==> src/rtl/bb_pkg.sv <==
package bb_pkg;
  localparam int ADDR_W = 32;
  localparam int DATA_W = 32;
  localparam int POS_W  = $clog2(DATA_W);

  typedef enum logic [3:0] {
    ST_IDLE, ST_PASS_REQ, ST_PASS_RSP, ST_RD_REQ, ST_RD_RSP,
    ST_MODIFY, ST_WR_REQ, ST_WR_RSP, ST_DONE
  } bb_state_e;

  typedef struct packed {
    logic              hit;
    logic [ADDR_W-1:0] word_addr;
    logic [POS_W-1:0]  pos;
  } bb_dec_t;
endpackage

==> src/rtl/bb_decode.sv <==
module bb_decode
  import bb_pkg::*;
#(
  parameter int                               REGION_W    = 20,
  parameter int                               NUM_REGIONS = 2,
  parameter logic [ADDR_W-1:0]                ALIAS_OFS   = 32'h0200_0000,
  parameter logic [NUM_REGIONS-1:0][ADDR_W-1:0] REGION_BASE = {32'h4000_0000, 32'h2000_0000}
) (
  input  logic [ADDR_W-1:0] addr_i,
  output bb_dec_t           dec_o
);
  localparam int ALIAS_W  = REGION_W + POS_W;  // window = region * bits per word
  localparam int LANE_LSB = POS_W + 2;

  logic [NUM_REGIONS-1:0]             hit;
  logic [NUM_REGIONS-1:0][ADDR_W-1:0] waddr;
  logic [NUM_REGIONS-1:0][POS_W-1:0]  pos;

  for (genvar g = 0; g < NUM_REGIONS; g++) begin : g_region
    logic [ADDR_W-1:0] off;
    logic              unused_lsb;
    assign off        = addr_i - (REGION_BASE[g] + ALIAS_OFS);
    assign hit[g]     = (off >> ALIAS_W) == '0;
    assign waddr[g]   = REGION_BASE[g] + ADDR_W'({off[ALIAS_W-1:LANE_LSB], 2'b00});
    assign pos[g]     = off[LANE_LSB-1:2];
    assign unused_lsb = ^off[1:0];
  end

  always_comb begin
    dec_o = '0;
    for (int i = NUM_REGIONS - 1; i >= 0; i--) begin
      if (hit[i]) begin
        dec_o.hit       = 1'b1;
        dec_o.word_addr = waddr[i];
        dec_o.pos       = pos[i];
      end
    end
    // windows never overlap
    a_r6_single_window: assert ($onehot0(hit));
  end
endmodule

==> src/rtl/bb_bitop.sv <==
module bb_bitop
  import bb_pkg::*;
(
  input  logic [DATA_W-1:0] word_i,
  input  logic [POS_W-1:0]  pos_i,
  input  logic              bit_i,
  output logic              bit_o,
  output logic [DATA_W-1:0] word_o
);
  assign bit_o = word_i[pos_i];

  always_comb begin
    word_o        = word_i;
    word_o[pos_i] = bit_i;
  end
endmodule

==> src/rtl/bb_alias_rmw.sv <==
module bb_alias_rmw
  import bb_pkg::*;
#(
  parameter int                               REGION_W    = 20,
  parameter int                               NUM_REGIONS = 2,
  parameter logic [ADDR_W-1:0]                ALIAS_OFS   = 32'h0200_0000,
  parameter logic [NUM_REGIONS-1:0][ADDR_W-1:0] REGION_BASE = {32'h4000_0000, 32'h2000_0000}
) (
  input  logic              clk_i,
  input  logic              rst_ni,
  input  logic              req_valid_i,
  output logic              req_ready_o,
  input  logic [ADDR_W-1:0] req_addr_i,
  input  logic              req_write_i,
  input  logic [DATA_W-1:0] req_wdata_i,
  output logic              resp_valid_o,
  output logic [DATA_W-1:0] resp_rdata_o,
  output logic              mem_req_valid_o,
  input  logic              mem_req_ready_i,
  output logic [ADDR_W-1:0] mem_addr_o,
  output logic              mem_write_o,
  output logic [DATA_W-1:0] mem_wdata_o,
  input  logic              mem_rsp_valid_i,
  input  logic [DATA_W-1:0] mem_rdata_i,
  output logic              lock_o
);
  bb_state_e         state_q, state_d;
  bb_dec_t           dec;
  logic [ADDR_W-1:0] addr_q, word_q;
  logic [DATA_W-1:0] wdata_q, rword_q, merged;
  logic [POS_W-1:0]  pos_q;
  logic              we_q, nbit_q, sel_bit;

  bb_decode #(
    .REGION_W(REGION_W), .NUM_REGIONS(NUM_REGIONS),
    .ALIAS_OFS(ALIAS_OFS), .REGION_BASE(REGION_BASE)
  ) u_decode (
    .addr_i(req_addr_i),
    .dec_o (dec)
  );

  bb_bitop u_bitop (
    .word_i(rword_q),
    .pos_i (pos_q),
    .bit_i (nbit_q),
    .bit_o (sel_bit),
    .word_o(merged)
  );

  always_comb begin
    state_d = state_q;
    unique case (state_q)
      ST_IDLE:     if (req_valid_i)     state_d = dec.hit ? ST_RD_REQ : ST_PASS_REQ;
      ST_PASS_REQ: if (mem_req_ready_i) state_d = ST_PASS_RSP;
      ST_PASS_RSP: if (mem_rsp_valid_i) state_d = ST_IDLE;
      ST_RD_REQ:   if (mem_req_ready_i) state_d = ST_RD_RSP;
      ST_RD_RSP:   if (mem_rsp_valid_i) state_d = we_q ? ST_MODIFY : ST_DONE;
      ST_MODIFY:                        state_d = ST_WR_REQ;
      ST_WR_REQ:   if (mem_req_ready_i) state_d = ST_WR_RSP;
      ST_WR_RSP:   if (mem_rsp_valid_i) state_d = ST_DONE;
      ST_DONE:                          state_d = ST_IDLE;
      default:                          state_d = ST_IDLE;
    endcase
  end

  always_ff @(posedge clk_i or negedge rst_ni) begin
    if (!rst_ni) begin
      state_q <= ST_IDLE;
      addr_q  <= '0;
      word_q  <= '0;
      wdata_q <= '0;
      rword_q <= '0;
      pos_q   <= '0;
      we_q    <= 1'b0;
      nbit_q  <= 1'b0;
    end else begin
      state_q <= state_d;
      if (state_q == ST_IDLE && req_valid_i) begin
        addr_q  <= req_addr_i;
        word_q  <= dec.word_addr;
        pos_q   <= dec.pos;
        we_q    <= req_write_i;
        wdata_q <= req_wdata_i;
        nbit_q  <= req_wdata_i[0];
      end
      if (state_q == ST_RD_RSP && mem_rsp_valid_i) rword_q <= mem_rdata_i;
      if (state_q == ST_MODIFY) wdata_q <= merged;
    end
  end

  assign req_ready_o     = (state_q == ST_IDLE);
  assign mem_req_valid_o = (state_q == ST_PASS_REQ) || (state_q == ST_RD_REQ) ||
                           (state_q == ST_WR_REQ);
  assign mem_addr_o      = (state_q == ST_PASS_REQ) ? addr_q : word_q;
  assign mem_write_o     = ((state_q == ST_PASS_REQ) && we_q) || (state_q == ST_WR_REQ);
  assign mem_wdata_o     = wdata_q;
  assign lock_o          = we_q && ((state_q == ST_RD_REQ) || (state_q == ST_RD_RSP) ||
                           (state_q == ST_MODIFY) || (state_q == ST_WR_REQ) ||
                           (state_q == ST_WR_RSP));
  assign resp_valid_o    = ((state_q == ST_PASS_RSP) && mem_rsp_valid_i) ||
                           (state_q == ST_DONE);
  assign resp_rdata_o    = (state_q == ST_PASS_RSP) ? mem_rdata_i :
                           (we_q ? '0 : DATA_W'(sel_bit));

  a_r5_lock_opens_with_read: assert property (@(posedge clk_i) disable iff (!rst_ni)
    $rose(lock_o) |-> (mem_req_valid_o && !mem_write_o));

  a_r5_lock_closes_on_ack: assert property (@(posedge clk_i) disable iff (!rst_ni)
    $fell(lock_o) |-> ($past(mem_rsp_valid_i) && resp_valid_o));

  a_r4_one_bit_changed: assert property (@(posedge clk_i) disable iff (!rst_ni)
    (mem_req_valid_o && mem_write_o && lock_o) |-> ($countones(mem_wdata_o ^ rword_q) <= 1));

  a_r7_hold_request: assert property (@(posedge clk_i) disable iff (!rst_ni)
    (mem_req_valid_o && !mem_req_ready_i) |=> (mem_req_valid_o && $stable(mem_addr_o) &&
      $stable(mem_write_o) && $stable(mem_wdata_o)));

  a_r8_single_outstanding: assert property (@(posedge clk_i) disable iff (!rst_ni)
    (req_valid_i && req_ready_o) |=> !req_ready_o);

  a_r3_alias_upper_zero: assert property (@(posedge clk_i) disable iff (!rst_ni)
    (resp_valid_o && !mem_rsp_valid_i) |-> (resp_rdata_o[DATA_W-1:1] == '0));
endmodule

==> config.mk <==
export PLATFORM = sky130hd
export DESIGN_NAME = bb_alias_rmw
export DESIGN_NICKNAME = d
export VERILOG_FILES = /design/src/rtl/bb_pkg.sv /design/src/rtl/bb_decode.sv /design/src/rtl/bb_bitop.sv /design/src/rtl/bb_alias_rmw.sv
export SDC_FILE = /design/constraint.sdc
export NUM_CORES = 1
export LEC_CHECK = 0
export ABC_AREA = 0
export BUFFER_PORTS_ARGS = -buffer_cell sky130_fd_sc_hd__clkbuf_2
export CAP_MARGIN = 40
export CORE_ASPECT_RATIO = 0.6
export CORE_MARGIN = 2
export CORE_UTILIZATION = 26
export CTS_CLUSTER_SIZE = 14
export DETAILED_ROUTE_END_ITERATION = 10
export GPL_TIMING_DRIVEN = 1
export HOLD_SLACK_MARGIN = 0.15
export SYNTH_ARGS = -nofsm -noshare
export SYNTH_HDL_FRONTEND = slang
export SYNTH_HIERARCHICAL = 1
export SYNTH_SLANG_ARGS = --single-unit
==> constraint.sdc <==
create_clock -name clk_i -period 2.3 [get_ports clk_i]
set_input_delay 0.46 -clock clk_i [delete_from_list [all_inputs] [get_ports clk_i]]
set_output_delay 0.46 -clock clk_i [all_outputs]
set_load 0.01 [all_outputs]
-- After elaboration in Yosys (flattened, before gate mapping)
Index checks and enable logic that the tools add are counted.
- bits in registers: 139
- bits of input ports: 102
- output and inout port bits: 101
- logic and storage cells: 70
- add/subtract/negate cells: 4
- order comparisons: 2
- equality and inequality tests: 15
- muxes and demuxes: 22
- reductions and logical operators: 19
- operator list (kind ; number):
    $mux 32 ; 4
    $mux 38 ; 2
    $logic_not 32->1 ; 2
    $add 31x20->32 const A ; 1
    $bwmux 32 ; 1
    $mux 4 ; 8
    $pmux 4 s8 ; 1
    $sub 32x30->32 const B ; 1
    $sub 32x31->32 const B ; 1
    $add 30x20->31 const A ; 1
    $eq 4x3->1 const B ; 4
    $ne 2x2->1 const B ; 7
    $eq 4x2->1 const B ; 2
    $logic_or 1x1->1 ; 8
    $reduce_and 7->1 ; 1
    $logic_and 1x1->1 ; 6
    $lt 5x6->1 const B ; 1
    $bmux 1 s5 ; 1
    $demux 1 s5 ; 1
    $ge 5x1->1 const B ; 1
    $eq 4x1->1 const B ; 1
    $eq 4x4->1 const B ; 1
    $logic_not 4->1 ; 1
    $mux 1 ; 3
    2 further kinds ; 2

-- Logic depth before layout (Yosys ltp)
- word-level depth: 7
- depth in mapped cells: 8
- gate-level depth less buffers: 6

-- Modules after synthesis
Netlist, hierarchy kept.
- modules (own cells, without submodules) (module ; instances ; cells each ; area an instance (µm²) ; sequential area each (µm²)):
    bb_alias_rmw ; 1 ; 525 ; 6403.6 ; 3478.3
    bb_bitop ; 1 ; 123 ; 909.6 ; 0.0
    bb_decode ; 1 ; 55 ; 544.3 ; 0.0

-- Worst setup path after synthesis
Ideal clock, no wire load.
- path kind: reg2out
- start point: register pos_q[3]
- end point: output resp_rdata_o[0]
- arrival time: 1.707 ns
- required time: 1.840 ns
- slack: 0.133 ns
- stages on the path, launching flop included: 9
- path buffers: 2
- cells stage by stage: dfrtp_1 > buf_6 > or3b_1 > buf_6 > o22ai_2 > nor3_1 > o211ai_1 > nand2b_1 > o21ai_0
- longest elaborated chain between the ends: 4
- RTL lines (element ; line ; RTL):
    start, declared ; bb_alias_rmw.sv:31 ; logic [POS_W-1:0] pos_q;
    start signal, assigned ; bb_alias_rmw.sv:81 ; pos_q <= dec.pos;
    $bmux 1 s5 ; bb_bitop.sv:10 ; assign bit_o = word_i[pos_i];
    $mux 1 (implied by the code) ; bb_bitop.sv:10 ;
    named net sel_bit ; bb_alias_rmw.sv:32 ; logic we_q, nbit_q, sel_bit;
    $mux 1 ; bb_alias_rmw.sv:103 ; (we_q ? '0 : DATA_W'(sel_bit));
    $mux 32 ; bb_alias_rmw.sv:102 ; assign resp_rdata_o = (state_q == ST_PASS_RSP) ? mem_rdata_i :
    end, declared ; bb_alias_rmw.sv:17 ; output logic [DATA_W-1:0] resp_rdata_o,
The timed path passes the listed nets, and every way through them passes these cells. The select of a mux whose other input is x is not followed.

-- Final worst setup path
- start point: register pos_q[0]
- end point: output resp_rdata_o[0]
The elaborated chain is that of the path after synthesis.

==> qor.csv <==
metric;value;unit
Die Height;139;µm
post-synth top area share;44.3;%
post-layout util;37.1;%
vias;6363;
final hold vios;0;
status;finished, violations left;
most numerous cell in the Yosys netlist;dfrtp_1;
Synth Area in Simple Gates;18.5;%
Longest Clk Path Bufs;2;
share of cells above drive strength 1;53.2;%
post-route DRC violation count;0;
Die ar.;31700;µm²
final setup margin;-0.304;ns
1st-pass router iterations;5;
Yosys top cell by area;dfrtp_1;
DIE WIDTH;228;µm
# IOs;203;
multiplexer share of the synthesized area;26.0;%
ys flop type;dfrtp_1;
Async SR Flop Fraction;100;%
all-layer global routing usage;16.7;%
sequential area share after synthesis;44.3;%
total CTS buffers;17;
CP max FO;5;
Post-Synthesis Cells;703;
DP HPWL;17700;µm
CTS Root Buffer Type;clkbuf_16;
Pwr Density;1290;nW/µm²
CTS tree;done;
Placed Cells;1296;
row cnt;49;
XOR/XNOR Fraction of Synth Area;0.207;%
worst skew pair latency;0.44;ns
unrepaired setup endpoints after global routing;true;
Fmax;384;MHz
clk slew on worst S/H paths;0.06;ns
Initial Util;26.3;%
critical path class;flop to primary output;
flops & latches, synth;139;
area of the multi-input gates;4280;µm²
global-route wire length before repair;39500;µm
mapped cell area;7860;µm²
clk_skew;0.00639;ns
Adder-Cell Fraction of Synth Area;0;%
H-tree depth;4;
fin. max-slew vios;0;
Routed wire per std cell;19.6;µm
endpoints failing setup;60;
largest family of logic cells by synthesized area;multiplexers;
crit path launch type;flop;
Place WS;0.0187;ns
Post-synth EDFFs;0;
core area;29900;µm²
WP data required;1.84;ns
Synth area leaders;dfrtp_1 44%, mux2_2 18%, mux2_1 5.4%;
I/O Buffers;202;
RePlAce Congestion;0.861;
maxcap violations;0;
clk sinks;139;
Post-Layout Cell Count;1352;
1st-iter DRT viols;390;
failing checks;setup timing;
Ys Warns;6;
pin count of the biggest net entering global routing;51;
Hold Crit Class;input pin to flop;
CP endpoint kind;primary output;
design area;11100;µm²
grt ovf;0;
via density per instance;4.71;
Final Cycle Share;113;%
Fin Setup TNS;-7.41;ns
synth cell count leaders;139 x dfrtp_1, 126 x mux2_2, 83 x nand2_1, 38 x mux2_1, 38 x nand3_1;
Peak VDD IR;0.000535;V
dpl cell area;9540;µm²
Cell variety after synth;50;
Final #Nets;1032;
wirelength, routed;26600;µm
leakage;4.93;nW
minimum clock period;2.60;ns
initial antenna violation count;1;
post-route antenna net violation count;0;
flop2flop setup slack;0.14;ns
Avg Inst Size Synth;11.2;µm²
overall power;14.3;mW
Syn-to-layout area delta;41.1;%
Synth Area in Compound Gates;5.51;%
vias in the first global route;6271;
Fin Hold WS;0.260;ns
Fill cells;2966;
crit path DAT;2.14;ns
Reg area;3480;µm²
[cell usage in the layout (no fill, tap or decap), types with 4 or more instances in the layout]
cell,netlist,layout
clkbuf_2,0,143
dfrtp_1,139,135
mux2_2,126,94
nand2_1,83,83
buf_6,4,53
mux2_1,38,38
nand3_1,38,37
buf_4,22,36
o211ai_1,33,33
mux2_4,0,32
and2_4,0,25
nor2_1,20,20
clkbuf_16,0,19
nor4b_2,19,18
buf_12,0,16
mux2i_1,13,12
conb_1,1,12
buf_8,0,9
nor3_1,10,9
nand2b_1,9,8
and2_1,32,7
o21ai_0,8,7
clkinvlp_4,0,7
buf_2,23,7
nor2b_1,6,5
buf_16,0,4
dfrtp_2,0,4
nor4_1,4,4
[routing by layer]
metal	vias up	GRT usage, %	share of wire [%]	wire length, µm
li1	2957	-	-	-
met1	3197	25.5	53	13900
met2	195	23.1	41	11000
met3	14	4.11	5.1	1350
met4	0	3.99	1.0	265
met5	-	0	0	0
[logic make-up (layout without fill, tap and decap cells)]
kind of cell / Yosys count / count (layout)
buffers and inverters: 77 / 306
xor gates and xnor gates: 1 / 1
other: 1 / 13
muxes: 180 / 180
AOI/OAI and AO/OA: 61 / 61
DFF: 139 / 139
and+or+nand+nor: 244 / 244
[worst max-delay path, cell delays in order, from the launching register on]
cell and delay, ns:
dfrtp_2 0.45, mux4_2 0.53, a211oi_1 0.28, o211ai_1 0.14
nand2b_1 0.09, o21ai_1 0.06, clkbuf_4 0.16
[worst paths after layout]
path	start	end	cells after the start
worst max-delay path	pos_q[0]	resp_rdata_o[0]	6
worst min-delay path	req_addr_i[0]	addr_q[0]	2
worst max register to register	state_q[2]	mem_wdata_o[17]	7
worst min register to register	word_q[26]	word_q[26]	1
max in group asynchronous	rst_ni	word_q[16]	3
min in group asynchronous	rst_ni	mem_wdata_o[21]	2
[cell type report]
class,instances,area share (%)
diodes,1,0.0226
clock buffers,18,3.87
clock inverters,14,1.12
inverters,2,0.0677
multi-input cells,498,38.6
flip-flops and latches,139,31.4
well taps,408,4.60
repair buffers,272,20.3
[registers in the layout, indices dropped and copies added (netlist names)]
| signal | count |
|---|---|
| word_q | 32 |
| state_q | 4 |
| mem_wdata_o | 32 |
| rword_q | 32 |
| nbit_q | 1 |
| we_q | 1 |
| pos_q | 5 |
| addr_q | 32 |
[power breakdown]
part	switching, mW	internal, mW	leakage [nW]
sequential	0.705	3.43	1.74
combinational	3.30	4.21	2.94
clock	1.18	1.49	0.251
[timing repair]
action | 4_1_cts | 5_1_grt
setup buffers | 12 | 4
pin swaps | 6 | 22
hold buffers | 1 | 0
setup endpoints to repair | 65 | 68
cloned | 7 | 2
endpoints found under the hold margin | 32 | 0
gates resized for setup | 81 | 136
Note: power is estimated with default switching activity, not from simulation.
